## config.mk

```make
export PLATFORM = sky130hd
export DESIGN_NAME = refsched_top
export DESIGN_NICKNAME = d
export VERILOG_FILES = /design/src/rtl/refsched_pkg.sv /design/src/rtl/refsched_interval.sv /design/src/rtl/refsched_debt.sv /design/src/rtl/refsched_wait.sv /design/src/rtl/refsched_top.sv
export SDC_FILE = /design/constraint.sdc
export NUM_CORES = 1
export LEC_CHECK = 0
export CAP_MARGIN = 30
export CORE_MARGIN = 2
export CORE_UTILIZATION = 42
export DETAILED_ROUTE_END_ITERATION = 16
export SLEW_MARGIN = 20
export SYNTH_ARGS = -nofsm -noshare
export SYNTH_HDL_FRONTEND = slang
export SYNTH_SLANG_ARGS = --single-unit
```

## constraint.sdc

```tcl
create_clock -name clk -period 3 [get_ports clk]
set_input_delay 0.45 -clock clk [delete_from_list [all_inputs] [get_ports clk]]
set_output_delay 0.45 -clock clk [all_outputs]
set_load 0.01 [all_outputs]
```

## src/rtl/refsched_pkg.sv

```systemverilog
`timescale 1ns/1ps
package refsched_pkg;

    typedef struct packed {
        logic cs_n;
        logic ras_n;
        logic cas_n;
        logic we_n;
    } strobe_t;

    localparam strobe_t STB_DESEL   = '{cs_n: 1'b1, ras_n: 1'b1, cas_n: 1'b1, we_n: 1'b1};
    localparam strobe_t STB_NOP     = '{cs_n: 1'b0, ras_n: 1'b1, cas_n: 1'b1, we_n: 1'b1};
    localparam strobe_t STB_REFRESH = '{cs_n: 1'b0, ras_n: 1'b0, cas_n: 1'b0, we_n: 1'b1};
    localparam strobe_t STB_PRECHG  = '{cs_n: 1'b0, ras_n: 1'b0, cas_n: 1'b1, we_n: 1'b0};

    typedef enum logic [2:0] {
        PH_IDLE,
        PH_PRE,
        PH_PRE_WAIT,
        PH_REF,
        PH_RFC_WAIT,
        PH_SR_ENTER,
        PH_SR_HOLD,
        PH_SR_EXIT
    } phase_e;

    // Ceiling conversion of a nanosecond limit into clock cycles, with a floor.
    function automatic int unsigned ns_to_cyc(input int unsigned ns,
                                              input int unsigned period_ps,
                                              input int unsigned min_cyc);
        int unsigned c;
        c = (ns * 1000 + period_ps - 1) / period_ps;
        return (c < min_cyc) ? min_cyc : c;
    endfunction

endpackage

```

## src/rtl/refsched_interval.sv

```systemverilog
`timescale 1ns/1ps
module refsched_interval #(
    parameter int unsigned PERIOD_CYC = 3120
) (
    input  logic clk,
    input  logic rst,
    input  logic hold_i,
    output logic tick_o
);
    localparam int unsigned W = (PERIOD_CYC > 1) ? $clog2(PERIOD_CYC) : 1;
    localparam logic [W-1:0] LAST_V = W'(PERIOD_CYC - 1);

    logic [W-1:0] cnt_q;

    assign tick_o = (cnt_q == LAST_V) && !hold_i;

    always_ff @(posedge clk) begin
        if (rst || hold_i) begin
            cnt_q <= '0;
        end else if (cnt_q == LAST_V) begin
            cnt_q <= '0;
        end else begin
            cnt_q <= cnt_q + 1'b1;
        end
    end

    AST_INTERVAL_BOUND: assert property (@(posedge clk) disable iff (rst)
        cnt_q <= LAST_V);
endmodule

```

## src/rtl/refsched_debt.sv

```systemverilog
`timescale 1ns/1ps
module refsched_debt #(
    parameter int unsigned MAX_OWED = 8
) (
    input  logic clk,
    input  logic rst,
    input  logic clear_i,
    input  logic inc_i,
    input  logic dec_i,
    output logic owed_o,
    output logic urgent_o
);
    localparam int unsigned W = $clog2(MAX_OWED + 1);
    localparam logic [W-1:0] MAX_V = W'(MAX_OWED);

    logic [W-1:0] count_q;

    assign owed_o   = (count_q != '0);
    assign urgent_o = (count_q == MAX_V);

    always_ff @(posedge clk) begin
        if (rst || clear_i) begin
            count_q <= '0;
        end else begin
            unique case ({inc_i, dec_i})
                2'b10: if (count_q != MAX_V) count_q <= count_q + 1'b1;
                2'b01: if (count_q != '0)    count_q <= count_q - 1'b1;
                default: count_q <= count_q;
            endcase
        end
    end

    AST_PENDING_CAP: assert property (@(posedge clk) disable iff (rst)
        count_q <= MAX_V);
    AST_PENDING_SAT_HOLD: assert property (@(posedge clk) disable iff (rst)
        (count_q == MAX_V && inc_i && !dec_i && !clear_i) |=> (count_q == MAX_V));
endmodule

```

## src/rtl/refsched_wait.sv

```systemverilog
`timescale 1ns/1ps
module refsched_wait #(
    parameter int unsigned W = 4
) (
    input  logic         clk,
    input  logic         rst,
    input  logic         load_i,
    input  logic [W-1:0] load_val_i,
    output logic         last_o
);
    logic [W-1:0] cnt_q;

    assign last_o = (cnt_q == W'(1));

    always_ff @(posedge clk) begin
        if (rst) begin
            cnt_q <= '0;
        end else if (load_i) begin
            cnt_q <= load_val_i;
        end else if (cnt_q != '0) begin
            cnt_q <= cnt_q - 1'b1;
        end
    end

    AST_TIMER_NO_WRAP: assert property (@(posedge clk) disable iff (rst)
        (cnt_q == '0 && !load_i) |=> (cnt_q == '0));
endmodule

```

## src/rtl/refsched_top.sv

```systemverilog
`timescale 1ns/1ps
module refsched_top
    import refsched_pkg::*;
#(
    parameter int unsigned CLK_PERIOD_PS = 5000,
    parameter int unsigned TREFI_NS      = 15600,
    parameter int unsigned TRP_NS        = 20,
    parameter int unsigned TRFC_NS       = 70,
    parameter int unsigned POSTPONE_MAX  = 8
) (
    input  logic clk,
    input  logic rst,
    input  logic arb_gnt_i,
    input  logic bank_open_i,
    input  logic sleep_req_i,
    output logic arb_req_o,
    output logic ref_urgent_o,
    output logic cs_n_o,
    output logic ras_n_o,
    output logic cas_n_o,
    output logic we_n_o,
    output logic cke_o,
    output logic a10_o
);
    localparam int unsigned TREFI_CYC = ns_to_cyc(TREFI_NS, CLK_PERIOD_PS, 2);
    localparam int unsigned TRP_CYC   = ns_to_cyc(TRP_NS,   CLK_PERIOD_PS, 2);
    localparam int unsigned TRFC_CYC  = ns_to_cyc(TRFC_NS,  CLK_PERIOD_PS, 2);
    localparam int unsigned WAIT_MAX  = (TRP_CYC > TRFC_CYC) ? TRP_CYC : TRFC_CYC;
    localparam int unsigned WAIT_W    = $clog2(WAIT_MAX + 1);
    localparam int unsigned GAP_W     = $clog2(TRFC_CYC + 1);

    phase_e        phase_q, phase_d;
    logic          to_sleep_q;
    logic          tick, owed, urgent, wait_last;
    logic          sr_zone, wait_load;
    logic [WAIT_W-1:0] wait_val;
    strobe_t       stb;
    logic          cke;

    assign sr_zone = (phase_q == PH_SR_ENTER) || (phase_q == PH_SR_HOLD) ||
                     (phase_q == PH_SR_EXIT);

    refsched_interval #(.PERIOD_CYC(TREFI_CYC)) u_interval (
        .clk    (clk),
        .rst    (rst),
        .hold_i (sr_zone),
        .tick_o (tick)
    );

    refsched_debt #(.MAX_OWED(POSTPONE_MAX)) u_debt (
        .clk      (clk),
        .rst      (rst),
        .clear_i  (sr_zone),
        .inc_i    (tick),
        .dec_i    (phase_q == PH_REF),
        .owed_o   (owed),
        .urgent_o (urgent)
    );

    assign wait_load = (phase_q == PH_PRE) || (phase_q == PH_REF) ||
                       (phase_q == PH_SR_HOLD && !sleep_req_i);
    assign wait_val  = (phase_q == PH_PRE) ? WAIT_W'(TRP_CYC - 1) : WAIT_W'(TRFC_CYC - 1);

    refsched_wait #(.W(WAIT_W)) u_wait (
        .clk        (clk),
        .rst        (rst),
        .load_i     (wait_load),
        .load_val_i (wait_val),
        .last_o     (wait_last)
    );

    // Sequencer: sleep outranks owed refreshes at grant; open banks are closed first.
    always_comb begin
        phase_d = phase_q;
        unique case (phase_q)
            PH_IDLE: begin
                if (arb_gnt_i && (sleep_req_i || owed)) begin
                    if (bank_open_i)      phase_d = PH_PRE;
                    else if (sleep_req_i) phase_d = PH_SR_ENTER;
                    else                  phase_d = PH_REF;
                end
            end
            PH_PRE:      phase_d = PH_PRE_WAIT;
            PH_PRE_WAIT: if (wait_last) phase_d = to_sleep_q ? PH_SR_ENTER : PH_REF;
            PH_REF:      phase_d = PH_RFC_WAIT;
            PH_RFC_WAIT: if (wait_last) phase_d = PH_IDLE;
            PH_SR_ENTER: phase_d = PH_SR_HOLD;
            PH_SR_HOLD:  if (!sleep_req_i) phase_d = PH_SR_EXIT;
            PH_SR_EXIT:  if (wait_last) phase_d = PH_IDLE;
            default:     phase_d = PH_IDLE;
        endcase
    end

    always_ff @(posedge clk) begin
        if (rst) begin
            phase_q    <= PH_IDLE;
            to_sleep_q <= 1'b0;
        end else begin
            phase_q <= phase_d;
            if (phase_q == PH_IDLE) to_sleep_q <= sleep_req_i;
        end
    end

    // Command decode straight from the phase register.
    always_comb begin
        stb   = STB_DESEL;
        cke   = 1'b1;
        a10_o = 1'b0;
        unique case (phase_q)
            PH_IDLE:     stb = STB_DESEL;
            PH_PRE:      begin stb = STB_PRECHG; a10_o = 1'b1; end
            PH_PRE_WAIT: stb = STB_NOP;
            PH_REF:      stb = STB_REFRESH;
            PH_RFC_WAIT: stb = STB_NOP;
            PH_SR_ENTER: begin stb = STB_REFRESH; cke = 1'b0; end
            PH_SR_HOLD:  begin stb = STB_DESEL;   cke = 1'b0; end
            PH_SR_EXIT:  stb = STB_NOP;
            default:     stb = STB_DESEL;
        endcase
    end

    assign cs_n_o       = stb.cs_n;
    assign ras_n_o      = stb.ras_n;
    assign cas_n_o      = stb.cas_n;
    assign we_n_o       = stb.we_n;
    assign cke_o        = cke;
    assign arb_req_o    = (phase_q != PH_IDLE) || sleep_req_i || owed;
    assign ref_urgent_o = urgent;

    // Checker support: cycles since the last refresh or self-refresh exit.
    logic [GAP_W-1:0] gap_q;
    logic             cke_d_q;
    logic             cmd_issued;

    assign cmd_issued = !cs_n_o && !(ras_n_o && cas_n_o && we_n_o);

    always_ff @(posedge clk) begin
        if (rst) begin
            gap_q   <= GAP_W'(TRFC_CYC);
            cke_d_q <= 1'b1;
        end else begin
            cke_d_q <= cke_o;
            if ((stb == STB_REFRESH) || (cke_o && !cke_d_q)) gap_q <= GAP_W'(1);
            else if (gap_q != GAP_W'(TRFC_CYC))              gap_q <= gap_q + 1'b1;
        end
    end

    AST_REF_CKE_PRIOR: assert property (@(posedge clk) disable iff (rst)
        (stb == STB_REFRESH && cke_o) |-> $past(cke_o));
    AST_RFC_SPACING: assert property (@(posedge clk) disable iff (rst)
        cmd_issued |-> (gap_q == GAP_W'(TRFC_CYC)));
    AST_EXIT_IS_NOP: assert property (@(posedge clk) disable iff (rst)
        $rose(cke_o) |-> (stb == STB_NOP));
    AST_SLEEP_HOLDS_CKE: assert property (@(posedge clk) disable iff (rst)
        (!cke_o && sleep_req_i) |=> !cke_o);
endmodule

```

* Word level (Yosys, flattened, before mapping)
Index checks and enable logic that the tools add are counted.
Word-level totals: bits in registers 24, word-level logic and storage cells 72, output and inout bits 8, input bits 5
Cells by class: reductions and logical operators 27, mux-type cells 17, eq/ne operators 19, add/sub/neg operators 4
Operators by type and width (number):
- $mux W3 | 7
- $pmux W3 S7 | 1
- $mux W4 | 5
- $pmux W4 S4 | 1
- $add A12 B1 Y12 const B | 1
- $eq A12 B12 Y1 const B | 1
- $eq A3 B3 Y1 const B | 4
- $reduce_or A2 Y1 | 5
- $logic_or A1 B1 Y1 | 8
- $pmux W4 S2 | 1
- $reduce_bool A4 Y1 | 2
- $sub A4 B1 Y4 const B | 2
- $eq A3 B2 Y1 const B | 2
- $ne A2 B1 Y1 const B | 3
- $ne A2 B2 Y1 const B | 3
- $add A4 B1 Y4 const B | 1
- $eq A4 B1 Y1 const B | 1
- $eq A4 B4 Y1 const B | 1
- $ne A4 B4 Y1 const B | 1
- $reduce_and A4 Y1 | 1
- $reduce_bool A2 Y1 | 2
- $eq A3 B1 Y1 const B | 1
- $logic_and A1 B1 Y1 | 3
- $logic_not A3 Y1 | 1
- 7 further kinds | 9

* Longest topological paths before layout
depth after elaboration 8, depth in mapped cells 10, mapped depth without buffers 9

* Modules after synthesis
From an unflattened synthesis, not the netlist that was laid out.
Unflattened totals: cells, all modules 179, area, all modules 1486.4 sq um
By module, submodules not included:
- refsched_interval | cells each 60, area each 534.3 sq um, instances 1, seq. area each 240.2 sq um
- refsched_top | cells each 62, area each 439.2 sq um, instances 1, seq. area each 80.1 sq um
- refsched_debt | cells each 30, area each 266.5 sq um, instances 1, seq. area each 80.1 sq um
- refsched_wait | cells each 27, area each 246.5 sq um, instances 1, seq. area each 80.1 sq um

* Worst setup path before layout
No wires, ideal clock.
kind flip-flop to flip-flop, start point reg u_interval.cnt_q[0], end point reg u_debt.count_q[2], library setup time 122 ps, required time 2878 ps, period minus slack after synthesis 1997 ps, stages on the path, launching flop included 11, arrival 1875 ps, path slack 1003 ps, buffers on the path 1, cells stage by stage dfxtp_1 > ha_1 > and4_4 > and3_1 > buf_4 > nor2_1 > xor2_1 > ha_1 > nor4_1 > mux2i_1 > mux2i_1
On the way: longest elaborated chain between the ends 5, elaborated cells on any way between the ends 9, classes of those cells 5 x eq/ne; 1 x mux; 3 x reduce/logical
Ends and longest elaborated chain:
- start: declaration | line refsched_interval.sv:13 | logic [W-1:0] cnt_q;
- start signal: assignment | line refsched_interval.sv:23 | cnt_q <= cnt_q + 1'b1;
- $eq A12 B12 Y1 (*) | line refsched_interval.sv:15 | assign tick_o = (cnt_q == LAST_V) && !hold_i;
- $logic_and A1 B1 Y1 (*) | line refsched_interval.sv:15
- $eq A2 B2 Y1 or $eq A2 B1 Y1 (tied branches) | line refsched_debt.sv:25 | unique case ({inc_i, dec_i})
- $ne A2 B1 Y1 (no source line) (tied with other cells)
- $reduce_and A3 Y1 (no source line)
- end signal: assignment | line refsched_debt.sv:26 | 2'b10: if (count_q != MAX_V) count_q <= count_q + 1'b1;
- end signal: assignment | line refsched_debt.sv:27 | 2'b01: if (count_q != '0) count_q <= count_q - 1'b1;
- end signal: assignment | line refsched_debt.sv:28 | default: count_q <= count_q;
- end: declaration | line refsched_debt.sv:16 | logic [W-1:0] count_q;
Mark *: on every way between the ends. The rest lies on a longest branch, timed or not. A chain may end at the register's enable or synchronous reset.

* Final worst setup path
start point reg phase_q[1], end point out arb_req_o
On the way: longest elaborated chain between the ends 3
Ends and longest elaborated chain:
- start: declaration | line refsched_top.sv:32 | phase_e phase_q, phase_d;
- start signal: assignment | line refsched_top.sv:99 | phase_q <= phase_d;
- $reduce_bool A3 Y1 | line refsched_top.sv:127 | assign arb_req_o = (phase_q != PH_IDLE) || sleep_req_i || owed;
- $logic_or A1 B1 Y1 (2 in a row) | line refsched_top.sv:127
- end: declaration | line refsched_top.sv:16 | output logic arb_req_o,
No other way between the ends.

==> flow_metrics.py <==
metrics = {
    "routing": {
        "drt_total_wl_um": 2850,
        "total_via_count_after_detailed_routing": 1231,
        "dr.pass1.iters": 4,
        "post-route-drc-count": 0,
        "first_iter_violations": 105,
        "wl_per_cell_um": 12.4,
        "routed_via_density": 5.35,
        "antenna_violating_nets_post_route": 0,
    },
    "worst_setup_path": {
        "start_kind": "flop",
        "criticalPathCategory": "reg -> out",
        "critical_path_peak_fanout": 18,
        "cp.required_ps": 2550,
        "cp_cell_sequence": "or2_1 -> nor2_1 -> nand2_1 -> clkdlybuf4s50_1",
        "worst_path_cell_with_the_longest_stage_delay": "sky130_fd_sc_hd__dfxtp_1",
        "critical_path_buf_inv_count": 1,
        "cpPeakStageDelay_ps": 720,
        "worst-endpoint-arrival_ps": 1980,
        "timing.critical_path.to_type": "primary output",
        "critical-path-top-delay-family": "flip-flops",
    },
    "job": {
        "cap_viol_max_count": 0,
    },
    "timing": {
        "timing.max_slew.rel_slack_pct": 60.9,
        "tightestPinTransition_ps": 585,
        "period_needed_ps": 2430,
        "post-route-worst-setup-slack_ps": 566,
        "maxClockFrequency_ghz": 0.411,
        "unrepaired_setup_endpoints_after_global_routing": "false",
        "setup-tns-final_ps": 0,
        "final.period_utilization_pct": 81.1,
        "timing.final.hold_violations": 0,
        "max_slew_violation_total_from_the_final_report": 0,
        "finalSetupViolCount": 0,
        "clock_skew_ps": 9.90,
    },
    "layout": {
        "nFillCells": 367,
        "finish.net_count": 195,
        "synthToLayoutAreaGrowth_pct": 11.2,
        "layout_commonest_cell": "sky130_fd_sc_hd__dfxtp_1",
        "antenna_cells": 0,
        "area.sequential_um2": 480,
        "multi_input_combinational_cell_area_um2": 927,
        "final_layout_size_suffix_gt1_share_pct": 6.52,
        "final_cell_mix": "sky130_fd_sc_hd__dfxtp_1, sky130_fd_sc_hd__nor2_1, sky130_fd_sc_hd__nand2_1, sky130_fd_sc_hd__xor2_1, sky130_fd_sc_hd__clkdlybuf4s50_1",
        "core_util_final_pct": 49.4,
    },
    "power_and_ir_drop": {
        "switching_power_mw": 0.309,
        "power.ir.vdd_worst_uv": 218,
        "power.share.combinational_pct": 32.8,
        "sw_frac_of_total_pct": 32.5,
        "seq_pwr_share_pct": 42.5,
        "share_clk_of_total_power_pct": 24.7,
        "p_int_mw": 0.643,
        "p_leak_nw": 0.646,
        "power_density_nw_per_um2": 573,
    },
    "yosys": {
        "synth_cell_types": 46,
        "synth_sequential_area_ratio_pct": 32.2,
        "edff_count_synth": 0,
        "syn_area_per_cell_um2": 8.39,
        "ys_seq_elements": 24,
        "async_reset_ff_share_pct": 0,
        "netlist_area_um2": 1490,
        "postSynth.topFlopCell": "sky130_fd_sc_hd__dfxtp_1",
        "yosys_warnings": 0,
        "syn_nets": 188,
        "postSynthCellCount": 178,
    },
    "worst_hold_path": {
        "worstHoldPathType": "reg -> reg",
    },
    "placed_design": {
        "globalplace.congestion": 0.782,
        "pre_cts_ws_ps": 609,
        "io_buffer_count": 12,
        "detailedPlacementHpwl_um": 2100,
    },
    "global_route": {
        "grt_first_pass_wirelength_um": 5270,
        "via_count_of_the_first_global_routing_pass": 1204,
        "antenna_violations_before_repair": 0,
        "global_route.usage.total_pct": 15.9,
        "pin_count_of_the_biggest_net_entering_global_routing": 19,
        "sum_of_overflow_across_all_layers_after_global_routing": 0,
    },
    "cts": {
        "ctsResizeCount": 0,
        "number_of_buffers_added_by_the_clock_tree_synthesis_step": 3,
        "clockRootBuffer": "sky130_fd_sc_hd__clkbuf_4",
        "clk_path_buf_depth": 2,
        "clkSinkCount": 24,
        "cts.repair_timing.setup_buffer_count": 0,
        "cts_hold_buf": 0,
        "cts.htree.levels": 1,
        "tritoncts": "yes",
        "path_clk_slew_ps": 140,
        "clk-insertion-delay-late_ps": 320,
    },
    "die": {
        "start_util_pct": 44.4,
        "floorplan.io_pins": 13,
        "chipHeight_um": 63.6,
        "die_width_um": 63.6,
        "row_count": 21,
        "core_area_um2": 3360,
        "die_area_um2": 4050,
    },
    "outcome": {
        "run_status": "completed",
    },
}
[sequential cells by signal, indices dropped and copies added, names as in the netlist]
name              count
u_debt.count_q        4
phase_q               3
u_interval.cnt_q     12
to_sleep_q            1
u_wait.cnt_q          4
[path summary, 6_finish.rpt]
kind | endpoint | depth (start not counted) | start | slack, ps
max | arb_req_o | 4 | phase_q[1]$_SDFFE_PP0P_ | 570
min | u_interval.cnt_q[0]$_SDFF_PP0_ | 1 | u_interval.cnt_q[0]$_SDFF_PP0_ | 480
max reg2reg | u_debt.count_q[2]$_SDFFE_PP0P_ | 9 | u_interval.cnt_q[0]$_SDFF_PP0_ | 800
min reg2reg | u_interval.cnt_q[0]$_SDFF_PP0_ | 1 | u_interval.cnt_q[0]$_SDFF_PP0_ | 480
[power groups by stage]
stage,Combinational [mW],Clock (mW),Sequential [mW]
3_3_place_gp,0.305,0,0.410
3_5_place_dp,0.315,0,0.412
6_report,0.313,0.235,0.404
5_1_grt,0.360,0.259,0.412
4_1_cts,0.318,0.244,0.404
2_1_floorplan,0.264,0,0.386
[kinds of logic after synthesis]
family / share of synthesized area [%]
simple gates: 32.6
compound gates: 11.1
flops: 32.2
xor+xnor: 8.80
buf+inv: 5.70
mux: 4.69
fa+ha+maj: 4.95
[synthesized netlist by cell type, types with 5 or more instances]
master                      n  area share [%]
sky130_fd_sc_hd__a21oi_1    7             2.3
sky130_fd_sc_hd__buf_2      5             1.7
sky130_fd_sc_hd__dfxtp_1   24              32
sky130_fd_sc_hd__ha_1       5             4.2
sky130_fd_sc_hd__mux2i_1    7             4.7
sky130_fd_sc_hd__nand2_1   18             4.5
sky130_fd_sc_hd__nand2b_1   5             2.1
sky130_fd_sc_hd__nand3_1    8             2.7
sky130_fd_sc_hd__nor2_1    21             5.3
sky130_fd_sc_hd__xor2_1    13             7.6
[layout make-up]
cell class                      instances  share of cell area [%]
Clock buffer                            3                    1.36
Clock inverter                          1                    1.81
Inverter                                4                   0.904
Multi-Input combinational cell        139                    55.8
Sequential cell                        24                    28.9
Tap cell                               46                    3.47
Timing Repair Buffer                   13                    7.69
[stage by stage]
stage	cells	cell area (um^2)	power (mW)	hold slack (ps)
after global routing	230	1660	1.03	534
after global placement	226	1610	0.715	442
final	230	1660	0.952	483
after floorplan	178	1490	0.650	426
after detailed placement	226	1610	0.727	458
after CTS	230	1660	0.966	491
[per-layer routing]
metal | vias up | global-route usage [%] | part of all wire, %
li1 | 635 | - | -
met3 | 4 | 2.32 | 2.6
met1 | 572 | 20.8 | 48
met5 | - | 0 | 0
met2 | 20 | 26.1 | 48
met4 | 0 | 6.52 | 1.5
Note: power is estimated with default switching activity, not from simulation.
